--- src/rtl/rxf_pkg.sv ---
package rxf_pkg;

    localparam int WORD_W_DEF   = 16;
    localparam int ADDR_W_DEF   = 8;
    localparam int STAT_W_DEF   = 8;
    localparam int COLL_BIT_DEF = 7;
    localparam int TERM_BIT_DEF = 0;
    localparam int CODE_W       = 3;

    typedef enum logic [CODE_W-1:0] {
        CODE_ERR     = 3'd0,
        CODE_MISS    = 3'd1,
        CODE_PROMISC = 3'd2,
        CODE_MATCH   = 3'd3,
        CODE_BCAST   = 3'd4
    } verdict_e;

    typedef enum logic {
        ST_IDLE = 1'b0,
        ST_BUSY = 1'b1
    } fsm_e;

    typedef struct packed {
        logic     accept;
        verdict_e code;
    } decision_t;

    localparam decision_t DECISION_NONE = '{accept: 1'b0, code: CODE_ERR};

    function automatic logic verdict_keeps(verdict_e c);
        return (c == CODE_PROMISC) || (c == CODE_MATCH) || (c == CODE_BCAST);
    endfunction

endpackage

--- src/rtl/rxf_classify.sv ---
module rxf_classify
    import rxf_pkg::*;
#(
    parameter int ADDR_W   = ADDR_W_DEF,
    parameter int STAT_W   = STAT_W_DEF,
    parameter int COLL_BIT = COLL_BIT_DEF,
    parameter int TERM_BIT = TERM_BIT_DEF
) (
    input  logic [ADDR_W-1:0] host,
    input  logic [ADDR_W-1:0] dest,
    input  logic [STAT_W-1:0] status,
    output decision_t         verdict
);

    localparam logic [STAT_W-1:0] ERR_MASK =
        STAT_W'((1 << COLL_BIT) | (1 << TERM_BIT));

    logic status_bad;
    logic host_zero;
    logic dest_zero;
    logic dest_same;

    assign status_bad = |(status & ERR_MASK);
    assign host_zero  = (host == '0);
    assign dest_zero  = (dest == '0);
    assign dest_same  = (dest == host);

    // priority chain: status errors, promiscuous, own address, broadcast
    verdict_e code;
    always_comb begin
        if (status_bad)
            code = CODE_ERR;
        else if (host_zero)
            code = CODE_PROMISC;
        else if (dest_same)
            code = CODE_MATCH;
        else if (dest_zero)
            code = CODE_BCAST;
        else
            code = CODE_MISS;
    end

    assign verdict.code   = code;
    assign verdict.accept = verdict_keeps(code);

endmodule

--- src/rtl/rxf_ctrl.sv ---
module rxf_ctrl
    import rxf_pkg::*;
(
    input  logic      clk,
    input  logic      rst,
    input  logic      word_valid,
    input  logic      pkt_end,
    input  decision_t verdict,
    output logic      word_ready,
    output logic      take,
    output logic      dec_valid_q,
    output decision_t dec_q,
    output logic      purge_q
);

    fsm_e state_q;
    fsm_e state_d;

    assign word_ready = (state_q == ST_IDLE);
    assign take       = word_valid && word_ready;

    always_comb begin
        state_d = state_q;
        unique case (state_q)
            ST_IDLE: begin
                if (take && verdict.accept && !pkt_end)
                    state_d = ST_BUSY;
            end
            ST_BUSY: begin
                if (pkt_end)
                    state_d = ST_IDLE;
            end
            default: state_d = ST_IDLE;
        endcase
    end

    always_ff @(posedge clk) begin
        if (rst) begin
            state_q     <= ST_IDLE;
            dec_valid_q <= 1'b0;
            dec_q       <= DECISION_NONE;
            purge_q     <= 1'b0;
        end else begin
            state_q     <= state_d;
            dec_valid_q <= take;
            purge_q     <= take && !verdict.accept;
            if (take)
                dec_q <= verdict;
        end
    end

endmodule

--- src/rtl/rxf_flag.sv ---
module rxf_flag (
    input  logic clk,
    input  logic rst,
    input  logic arm,
    input  logic clear,
    output logic flag_q
);

    always_ff @(posedge clk) begin
        if (rst)
            flag_q <= 1'b0;
        else if (clear)
            flag_q <= 1'b0;
        else if (arm)
            flag_q <= 1'b1;
    end

endmodule

--- src/rtl/rx_addr_filter.sv ---
module rx_addr_filter
    import rxf_pkg::*;
#(
    parameter int WORD_W   = WORD_W_DEF,
    parameter int ADDR_W   = ADDR_W_DEF,
    parameter int STAT_W   = STAT_W_DEF,
    parameter int COLL_BIT = COLL_BIT_DEF,
    parameter int TERM_BIT = TERM_BIT_DEF
) (
    input  logic              clk,
    input  logic              rst,
    input  logic [ADDR_W-1:0] host_addr,
    input  logic              word_valid,
    output logic              word_ready,
    input  logic [WORD_W-1:0] word_data,
    input  logic [STAT_W-1:0] rx_status,
    input  logic              pkt_end,
    input  logic              tx_wait_arm,
    output logic              dec_valid,
    output logic              dec_accept,
    output logic [CODE_W-1:0] dec_code,
    output logic              purge_cmd,
    output logic              tx_wait_flag
);

    localparam int LOW_W = WORD_W - ADDR_W;

    logic [ADDR_W-1:0] dest;
    logic              unused_low;
    decision_t         verdict;
    decision_t         dec_q;
    logic              take;
    logic              dec_valid_q;
    logic              purge_q;

    assign dest       = word_data[WORD_W-1 -: ADDR_W];
    assign unused_low = ^word_data[LOW_W-1:0];

    rxf_classify #(
        .ADDR_W  (ADDR_W),
        .STAT_W  (STAT_W),
        .COLL_BIT(COLL_BIT),
        .TERM_BIT(TERM_BIT)
    ) u_classify (
        .host   (host_addr),
        .dest   (dest),
        .status (rx_status),
        .verdict(verdict)
    );

    rxf_ctrl u_ctrl (
        .clk        (clk),
        .rst        (rst),
        .word_valid (word_valid),
        .pkt_end    (pkt_end),
        .verdict    (verdict),
        .word_ready (word_ready),
        .take       (take),
        .dec_valid_q(dec_valid_q),
        .dec_q      (dec_q),
        .purge_q    (purge_q)
    );

    rxf_flag u_flag (
        .clk   (clk),
        .rst   (rst),
        .arm   (tx_wait_arm),
        .clear (take && verdict.accept),
        .flag_q(tx_wait_flag)
    );

    assign dec_valid  = dec_valid_q;
    assign dec_accept = dec_valid_q && dec_q.accept;
    assign dec_code   = dec_q.code;
    assign purge_cmd  = purge_q;

endmodule

--- config.mk ---
export PLATFORM = sky130hd
export DESIGN_NAME = rx_addr_filter
export DESIGN_NICKNAME = d
export VERILOG_FILES = /design/src/rtl/rxf_pkg.sv /design/src/rtl/rxf_classify.sv /design/src/rtl/rxf_ctrl.sv /design/src/rtl/rxf_flag.sv /design/src/rtl/rx_addr_filter.sv
export SDC_FILE = /design/constraint.sdc
export NUM_CORES = 1
export LEC_CHECK = 0
export ABC_AREA = 1
export BUFFER_PORTS_ARGS = -buffer_cell sky130_fd_sc_hd__clkbuf_2
export CAP_MARGIN = 25
export CORE_MARGIN = 2
export CORE_UTILIZATION = 39
export CTS_CLUSTER_DIAMETER = 200
export DETAILED_ROUTE_END_ITERATION = 10
export PLACE_DENSITY = 0.81
export REMOVE_ABC_BUFFERS = 1
export SKIP_LAST_GASP = 1
export SYNTH_ARGS = -nofsm -noshare
export SYNTH_HDL_FRONTEND = slang
export SYNTH_SLANG_ARGS = --single-unit
--- constraint.sdc ---
create_clock -name clk -period 1.83 [get_ports clk]
set_input_delay 0.366 -clock clk [delete_from_list [all_inputs] [get_ports clk]]
set_output_delay 0.366 -clock clk [all_outputs]
set_load 0.02 [all_outputs]
---- Yosys cells after proc, flatten, opt, wreduce, memory -nomap -nowiden ----
Index checks and enable logic that the tools add are counted.
operators by class
  equal/unequal tests ..................... 4
  mux-type cells .......................... 7
  bitwise logic cells ..................... 1
  reductions and logical operators ........ 13
operators by type and width
  kind                                                              number
  8-bit zero test                                                   2
  3-bit 2-to-1 mux                                                  4
  8-bit == test                                                     1
  3-bit by 2-bit == test with 1-bit output (second input constant)  2
  1-bit logical AND                                                 5
  2-bit OR reduction                                                2
  3-bit == test (second input constant)                             1
  1-bit zero test                                                   2
  1-bit logical OR                                                  2
  1-bit 2-to-1 mux                                                  2
  1-bit case mux with 2 select lines                                1
  1-bit inverter                                                    1
storage, ports and cells
  bits in registers ....................... 8
  input port bits ......................... 37
  output and inout port bits .............. 8
  word-level logic and storage cells ...... 31

---- Depth between registers and ports, before layout ----
Gate-level depths: netlist (run 1).
  depth in word-level cells ............... 12
  mapped depth ............................ 11

---- Hierarchy ----
A second synthesis (run 1) with hierarchy kept.
second synthesis, totals
  cell total of the unflattened synthesis .. 95
  area total of the unflattened synthesis .. 554.3 um^2
by module, submodules not included
  module          times used  cells each  area each (um^2)
  rxf_classify    1           55          252.7
  rxf_ctrl        1           30          247.7
  rxf_flag        1           6           38.8
  rx_addr_filter  1           4           15.0

---- Least setup slack after synthesis (run 1) ----
No wires, ideal clock.
  path kind ............................... input to register
  start point ............................. input port word_data[8]
  end point ............................... register u_ctrl.state_q
  arrival ................................. 1077 ps
  setup slack ............................. 687 ps
  stages .................................. 7
  path through ............................ inv_2 -> nand2_2 -> nor4_2 -> nand3_1 -> nand2_2 -> nand2_2 -> a21oi_2
on the way
  word-level cells in the longest chain between the ends .. 12
  elaborated cells on any way between the ends .. 15
ends and longest elaborated chain
  element                                   line                  text
  from (decl)                               rx_addr_filter.sv:15  input logic [WORD_W-1:0] word_data,
  8-bit zero test                           rxf_classify.sv:25    assign dest_zero = (dest == '0);
  3-bit 2-to-1 mux                          rxf_classify.sv:37    else if (dest_zero)
  3-bit 2-to-1 mux *                        rxf_classify.sv:35    else if (dest_same)
  3-bit 2-to-1 mux *                        rxf_classify.sv:33    else if (host_zero)
  3-bit 2-to-1 mux *                        rxf_classify.sv:31    if (status_bad)
  3-bit by 2-bit == test with 1-bit output  rxf_pkg.sv:31         return (c == CODE_PROMISC) || (c == CODE_MATCH) || (c == CODE_BCAST);
  1-bit logical OR                          rxf_pkg.sv:31
  1-bit logical OR *                        rxf_pkg.sv:31
  1-bit logical AND * (2 in a row)          rxf_ctrl.sv:26        if (take && verdict.accept && !pkt_end)
  1-bit 2-to-1 mux *                        rxf_ctrl.sv:26
  1-bit case mux with 2 select lines *      rxf_ctrl.sv:24        unique case (state_q)
  to (signal assigned)                      rxf_ctrl.sv:44        state_q <= state_d;
  to (decl)                                 rxf_ctrl.sv:16        fsm_e state_q;
Every way passes the cells marked *; elsewhere a longest branch is shown, timed or not.
A chain may end at the register's enable or synchronous reset.

---- Final worst setup path (run 1) ----
  start point ............................. register u_ctrl.dec_q[3] (netlist name)
  end point ............................... output port dec_accept
on the way
  word-level cells in the longest chain between the ends .. 1
ends and longest elaborated chain
  element            line                  text
  1-bit logical AND  rx_addr_filter.sv:73  assign dec_accept = dec_valid_q && dec_q.accept;
  to (decl)          rx_addr_filter.sv:20  output logic dec_accept,
Every way passes these cells.

==> impl_metrics.yaml, run 1 <==
outcome:
  status: "finished clean"
timing:
  hold_viol: 0
  slew_viol_final: 0
  fmax_mhz: 841
  setup_tns_ns: 0
  clock-skew-final_ns: 0.000941
  slew_headroom_pct: 83.3
  rsz0062_at_grt: "false"
  worstMarginPinSlew_ns: 0.249
  whs_ns: 0.331
  setup_viol_count_final: 0
  finalCriticalPeriod_ns: 1.19
  final.period_utilization_pct: 64.9
floorplanning:
  fp.coreArea_sq_um: 1280
  die_w_microns: 40.9
  die_area_sq_um: 1670
  rows: 13
  ioPinCount: 45
  start_util_pct: 41.4
  dieHeight_microns: 40.9
cts:
  holdBufCountCts: 0
  cts_root_buf: "clkbuf_4"
  htreeDepth: 1
  clk_latency_ns: 0.25
  cts_resized: 0
  cts_buffers: 3
  clock_path_buffers: 2
  post_cts_buffers: 0
  clkTransAtPathRegs_ns: 0.05
  cts_tree: "yes"
  clock-sinks: 8
route:
  wl_per_cell_microns: 8.00
  ant_nets: 0
  vias: 542
  dr.pass1.iters: 4
  route.detailed.drc: 0
  avgViaCountPerCell: 4.37
  drt-initial-drc-count: 11
  drt-total-wl_microns: 992
global_route:
  grt.overflow.total: 0
  grt_pass1_wl_microns: 1460
  antenna_found_initial: 0
  grt_pass1_vias: 411
  grt_max_degree: 7
  track_usage_pct: 14.0
setup_path:
  critical_path.slowest_cell: "dfxtp_1"
  critPathKind: "reg2out"
  cp_data_required_time_ns: 1.46
  critPathMaxFanout: 2
  end_kind: "output port"
  crit_arrival_ns: 0.82
  cp-start-kind: "flop"
  crit_path_max_incr_delay_ns: 0.33
  worstPathCellList: "nand2_1 > inv_1 > clkbuf_2"
synth:
  synth_warnings: 0
  synthCells: 79
  synthArstFlopShare_pct: 0
  synth_most_common_cell: "nand2_1"
  synth-seq-area-share_pct: 30.1
  synth_edf_count: 0
  synth.area.top_cells: "dfxtp_1, nand2_1, xnor2_1, nor2_1, nand2_2"
  ys_top_cells_by_count: "nand2_1, dfxtp_1, nor2_1"
  avgSynthCellArea_sq_um: 6.73
  yosysTopAreaCell: "dfxtp_1"
  ys_ff_latch: 8
  netlist_area_sq_um: 532
  ys_types: 18
  synth.top_cell.area_share_pct: 30.1
  synth-main-ff-cell: "dfxtp_1"
place:
  placed_cell_area_sq_um: 678
  io_buffers: 30
  gp_congestion: 0.718
  dp_hpwl_microns: 889
pwr:
  p_leak_nw: 0.380
  irDropWorstVdd_uv: 250
  cellPowerDensity_nw_per_um2: 584
  total_power_uw: 409
final_layout:
  area_delta_synth_final_pct: 31.8
  layout.filler_cells: 138
  final_layout_size_suffix_gt1_share_pct: 43.1
  diodes: 0
  fin_area_sq_um: 701
  nNetsFinal: 148
hold_path:
  hold_class: "in2reg"
job:
  cap_violations: 0
## metrics by stage
step	std cells	utilization [%]	setup WS, ns
3_5_place_dp	121	52.8	0.462
5_1_grt	124	54.5	0.546
2_1_floorplan	76	-	0.687
3_3_place_gp	121	52.8	0.483
4_1_cts	124	54.5	0.621
6_report	124	54.5	0.641
## kinds of logic (layout without fill, tap and decap cells)
kind of cell / count (synthesis) / after routing / share of synthesized area (%)
XOR/XNOR: 5 / 5 / 8.23
AO/OA/AOI/OAI: 9 / 9 / 10.6
flip-flops: 8 / 8 / 30.1
AND/OR/NAND/NOR: 44 / 44 / 39.8
buffers and inverters: 13 / 43 / 11.3
## flip-flops by register name, indices dropped and copies added, names as in the netlist
signal	count
u_ctrl.state_q	1
u_ctrl.dec_q	4
u_ctrl.purge_q	1
u_flag.flag_q	1
u_ctrl.dec_valid_q	1
## placed cells by master (no fill, tap or decap)
cell type / Yosys / routed
nand2_1: 23 / 23
o21ai_0: 3 / 3
nand2_2: 4 / 4
o21a_2: 1 / 1
xnor2_1: 5 / 5
inv_1: 5 / 5
or2_1: 1 / 1
nor2_8: 1 / 1
nor3_1: 1 / 1
nor2_1: 8 / 8
clkbuf_2: 0 / 30
dfxtp_1: 8 / 8
inv_2: 5 / 5
clkbuf_4: 0 / 3
a21oi_2: 2 / 2
or2_0: 1 / 1
nand3_1: 4 / 4
a21oi_1: 3 / 3
nor4_2: 1 / 1
## critical path: cells and delay by family, from the launching register on
family / cells / cell delay, ns
buffers and inverters: 2 / 0.19
DFF: 1 / 0.33
and+or+nand+nor: 1 / 0.05
## report_power, final
group	internal, mW	switching (mW)
Sequential	0.181	0.00250
Combinational	0.0428	0.0514
Clock	0.0748	0.0565
Total	0.299	0.110
## path summary, 6_finish.rpt
| path | startpoint | to | slack (ns) | cells past startpoint |
|---|---|---|---|---|
| max reg2reg | u_ctrl.state_q$_SDFF_PP0_ | u_ctrl.dec_q[2]$_SDFFE_PP0P_ | 0.92 | 5 |
| min | rst | u_ctrl.dec_q[3]$_SDFFE_PP0P_ | 0.33 | 2 |
| min reg2reg | u_ctrl.state_q$_SDFF_PP0_ | u_ctrl.state_q$_SDFF_PP0_ | 0.46 | 2 |
| max | u_ctrl.dec_q[3]$_SDFFE_PP0P_ | dec_accept | 0.64 | 3 |
## cell type report
class	count	area (sq um)	share of cell area (%)
clock buffers	3	22.5	3.21
inverters	10	37.5	5.36
multi-input cells	58	312	44.5
flip-flops and latches	8	160	22.9
well taps	15	18.8	2.68
repair buffers	30	150	21.4
## per-layer routing
metal / global-route usage, % / part of all wire, % / vias to the layer above
met5: 0 / 0 / -
met1: 14.9 / 44 / 224
li1: - / - / 303
met2: 22.7 / 51 / 15
met3: 6.52 / 4.9 / 0
met4: 7.50 / 0 / 0
(Power assumes the default switching activity.)
==> inputs of run 2 (changes only) <==
--- a/config.mk
+++ b/config.mk
@@ -9,10 +9,10 @@
 export BUFFER_PORTS_ARGS = -buffer_cell sky130_fd_sc_hd__clkbuf_2
 export CAP_MARGIN = 25
 export CORE_MARGIN = 2
-export CORE_UTILIZATION = 39
+export CORE_UTILIZATION = 36
 export CTS_CLUSTER_DIAMETER = 200
 export DETAILED_ROUTE_END_ITERATION = 10
-export PLACE_DENSITY = 0.81
+export PLACE_DENSITY = 0.76
 export REMOVE_ABC_BUFFERS = 1
 export SKIP_LAST_GASP = 1
 export SYNTH_ARGS = -nofsm -noshare
==> constraint.sdc (replaced) <==
create_clock -name clk -period 1.1 [get_ports clk]
set_input_delay 0.22 -clock clk [delete_from_list [all_inputs] [get_ports clk]]
set_output_delay 0.22 -clock clk [all_outputs]
set_load 0.02 [all_outputs]
==> run 2 against run 1 <==
  * Die area up 7.5%
  * Count of clock-buffer cells in the layout unchanged
  * Power up 67%
  * Non-clock buffer count up 4
  * Sequential power up 67%
  * Clock power up 60%
  * Cell area up 7.0%
  * Combinational power up 77%
==> impl_metrics.yaml, run 2 (synthesis results as in run 1) <==
pwr:
  power.share.clock_pct: 30.8
  p_leak_nw: 0.409
  combPwrFrac_pct: 24.4
  power_switching_uw: 181
  p_int_uw: 502
  swShare_pct: 26.5
  pwr-share-seq_pct: 44.8
  irDropWorstVdd_uv: 893
  cellPowerDensity_nw_per_um2: 911
  total_power_uw: 683
timing:
  final.period_utilization_pct: 92.8
  fin_ws_ns: 0.0791
  whs_ns: 0.179
  slew_headroom_pct: 85.5
  hold_viol: 0
  worstMarginPinSlew_ns: 0.216
  finalCriticalPeriod_ns: 1.02
  slew_viol_final: 0
  setup_viol_count_final: 0
  clock-skew-final_ns: 0.00628
  fmax_mhz: 980
  rsz0062_at_grt: "true"
cts:
  cts_tree: "yes"
  holdBufCountCts: 0
  clock-sinks: 8
  cts_buffers: 3
  htreeDepth: 1
  cts_root_buf: "clkbuf_4"
  clkTransAtPathRegs_ns: 0.05
  clock_path_buffers: 2
  clk_latency_ns: 0.25
final_layout:
  multi_input_comb_area_sq_um: 328
  final_layout_size_suffix_gt1_share_pct: 46.0
  fin_area_sq_um: 749
  diodes: 0
  fin_cells: 128
  area_delta_synth_final_pct: 40.9
  largest_register_ffs: 4
  seq_area_sq_um: 160
  layout.filler_cells: 130
  nNetsFinal: 152
  largest_register: "u_ctrl.dec_q"
  final_common_cell: "clkbuf_2"
  final_cell_mix: "clkbuf_2, nand2_1, nor2_1, dfxtp_1"
place:
  placed_cell_area_sq_um: 701
  gp_congestion: 0.741
  pre_cts_slack_ns: -0.118
  dp.cells: 124
  io_buffers: 30
  dp_hpwl_microns: 916
route:
  avgViaCountPerCell: 4.46
  dr.pass1.iters: 4
  ant_nets: 0
  drt-total-wl_microns: 1030
  vias: 571
  wl_per_cell_microns: 8.03
  drt-initial-drc-count: 5
  route.detailed.drc: 0
global_route:
  grt.overflow.total: 0
  track_usage_pct: 13.3
  grt_max_degree: 7
  grt_pass1_wl_microns: 1870
  grt_pass1_vias: 513
  antenna_found_initial: 0
setup_path:
  path_depth: 3
  cp-start-kind: "flop"
  crit_arrival_ns: 0.80
  critical_path.slowest_cell: "dfxtp_1"
  timing.critical_path.buf_inv: 2
  worstPathCellList: "nand2_1 > inv_1 > buf_4"
  crit_path_max_incr_delay_ns: 0.33
  critPathMaxFanout: 2
  r2r_cells: 5
  cp_data_required_time_ns: 0.88
  crit_family: "flip-flops"
  r2r_slack_ns: 0.18
  critPathKind: "reg2out"
  end_kind: "output port"
floorplanning:
  rows: 13
  die_w_microns: 42.4
  fp.coreArea_sq_um: 1330
  ioPinCount: 45
  dieHeight_microns: 42.4
  die_area_sq_um: 1800
  start_util_pct: 39.9
hold_path:
  hold_class: "in2reg"
  hold_depth: 2
job:
  cap_violations: 0
outcome:
  status: "finished clean"
[run 2: timing repair]
item / CTS / global route
resized for setup: 0 / 4
endpoints found under the setup margin: 0 / 4
setup buffers: 0 / 1
[run 2: layout make-up]
| type | count | share of cell area, % |
|---|---|---|
| Multi-Input combinational cell | 58 | 43.7 |
| Timing Repair Buffer | 34 | 24.4 |
| Sequential cell | 8 | 21.4 |
| Inverter | 10 | 5.01 |
| Clock buffer | 3 | 3.01 |
| Tap cell | 15 | 2.50 |
[run 2: stage by stage]
| step | util [%] | setup TNS [ns] |
|---|---|---|
| 2_1_floorplan | - | 0 |
| 3_3_place_gp | 52.5 | -0.304 |
| 3_5_place_dp | 52.5 | -0.383 |
| 4_1_cts | 54.2 | 0 |
| 5_1_grt | 56.2 | -0.0193 |
| 6_report | 56.2 | 0 |
[run 2: power by group through the flow]
stage / Combinational [mW] / Sequential (mW) / Clock (mW)
after floorplan: 0.0699 / 0.325 / 0
after global placement: 0.157 / 0.311 / 0
after detailed placement: 0.162 / 0.311 / 0
after CTS: 0.162 / 0.305 / 0.220
after global routing: 0.188 / 0.307 / 0.247
final: 0.167 / 0.306 / 0.210
[run 2: final timing paths]
check | start | to
max | u_ctrl.dec_q[3]$_SDFFE_PP0P_ | dec_accept
min | rst | u_ctrl.dec_q[3]$_SDFFE_PP0P_
max reg2reg | u_ctrl.state_q$_SDFF_PP0_ | u_ctrl.dec_q[0]$_SDFFE_PP0P_
min reg2reg | u_ctrl.state_q$_SDFF_PP0_ | u_ctrl.state_q$_SDFF_PP0_
[run 2: per-layer routing]
layer  share of wire [%]  up-vias  GRT usage, %
met3                 6.2        0          7.33
met1                  41      245          14.3
met5                   0        -             0
met4                   0        0          1.88
li1                    -      314             -
met2                  53       12          23.1
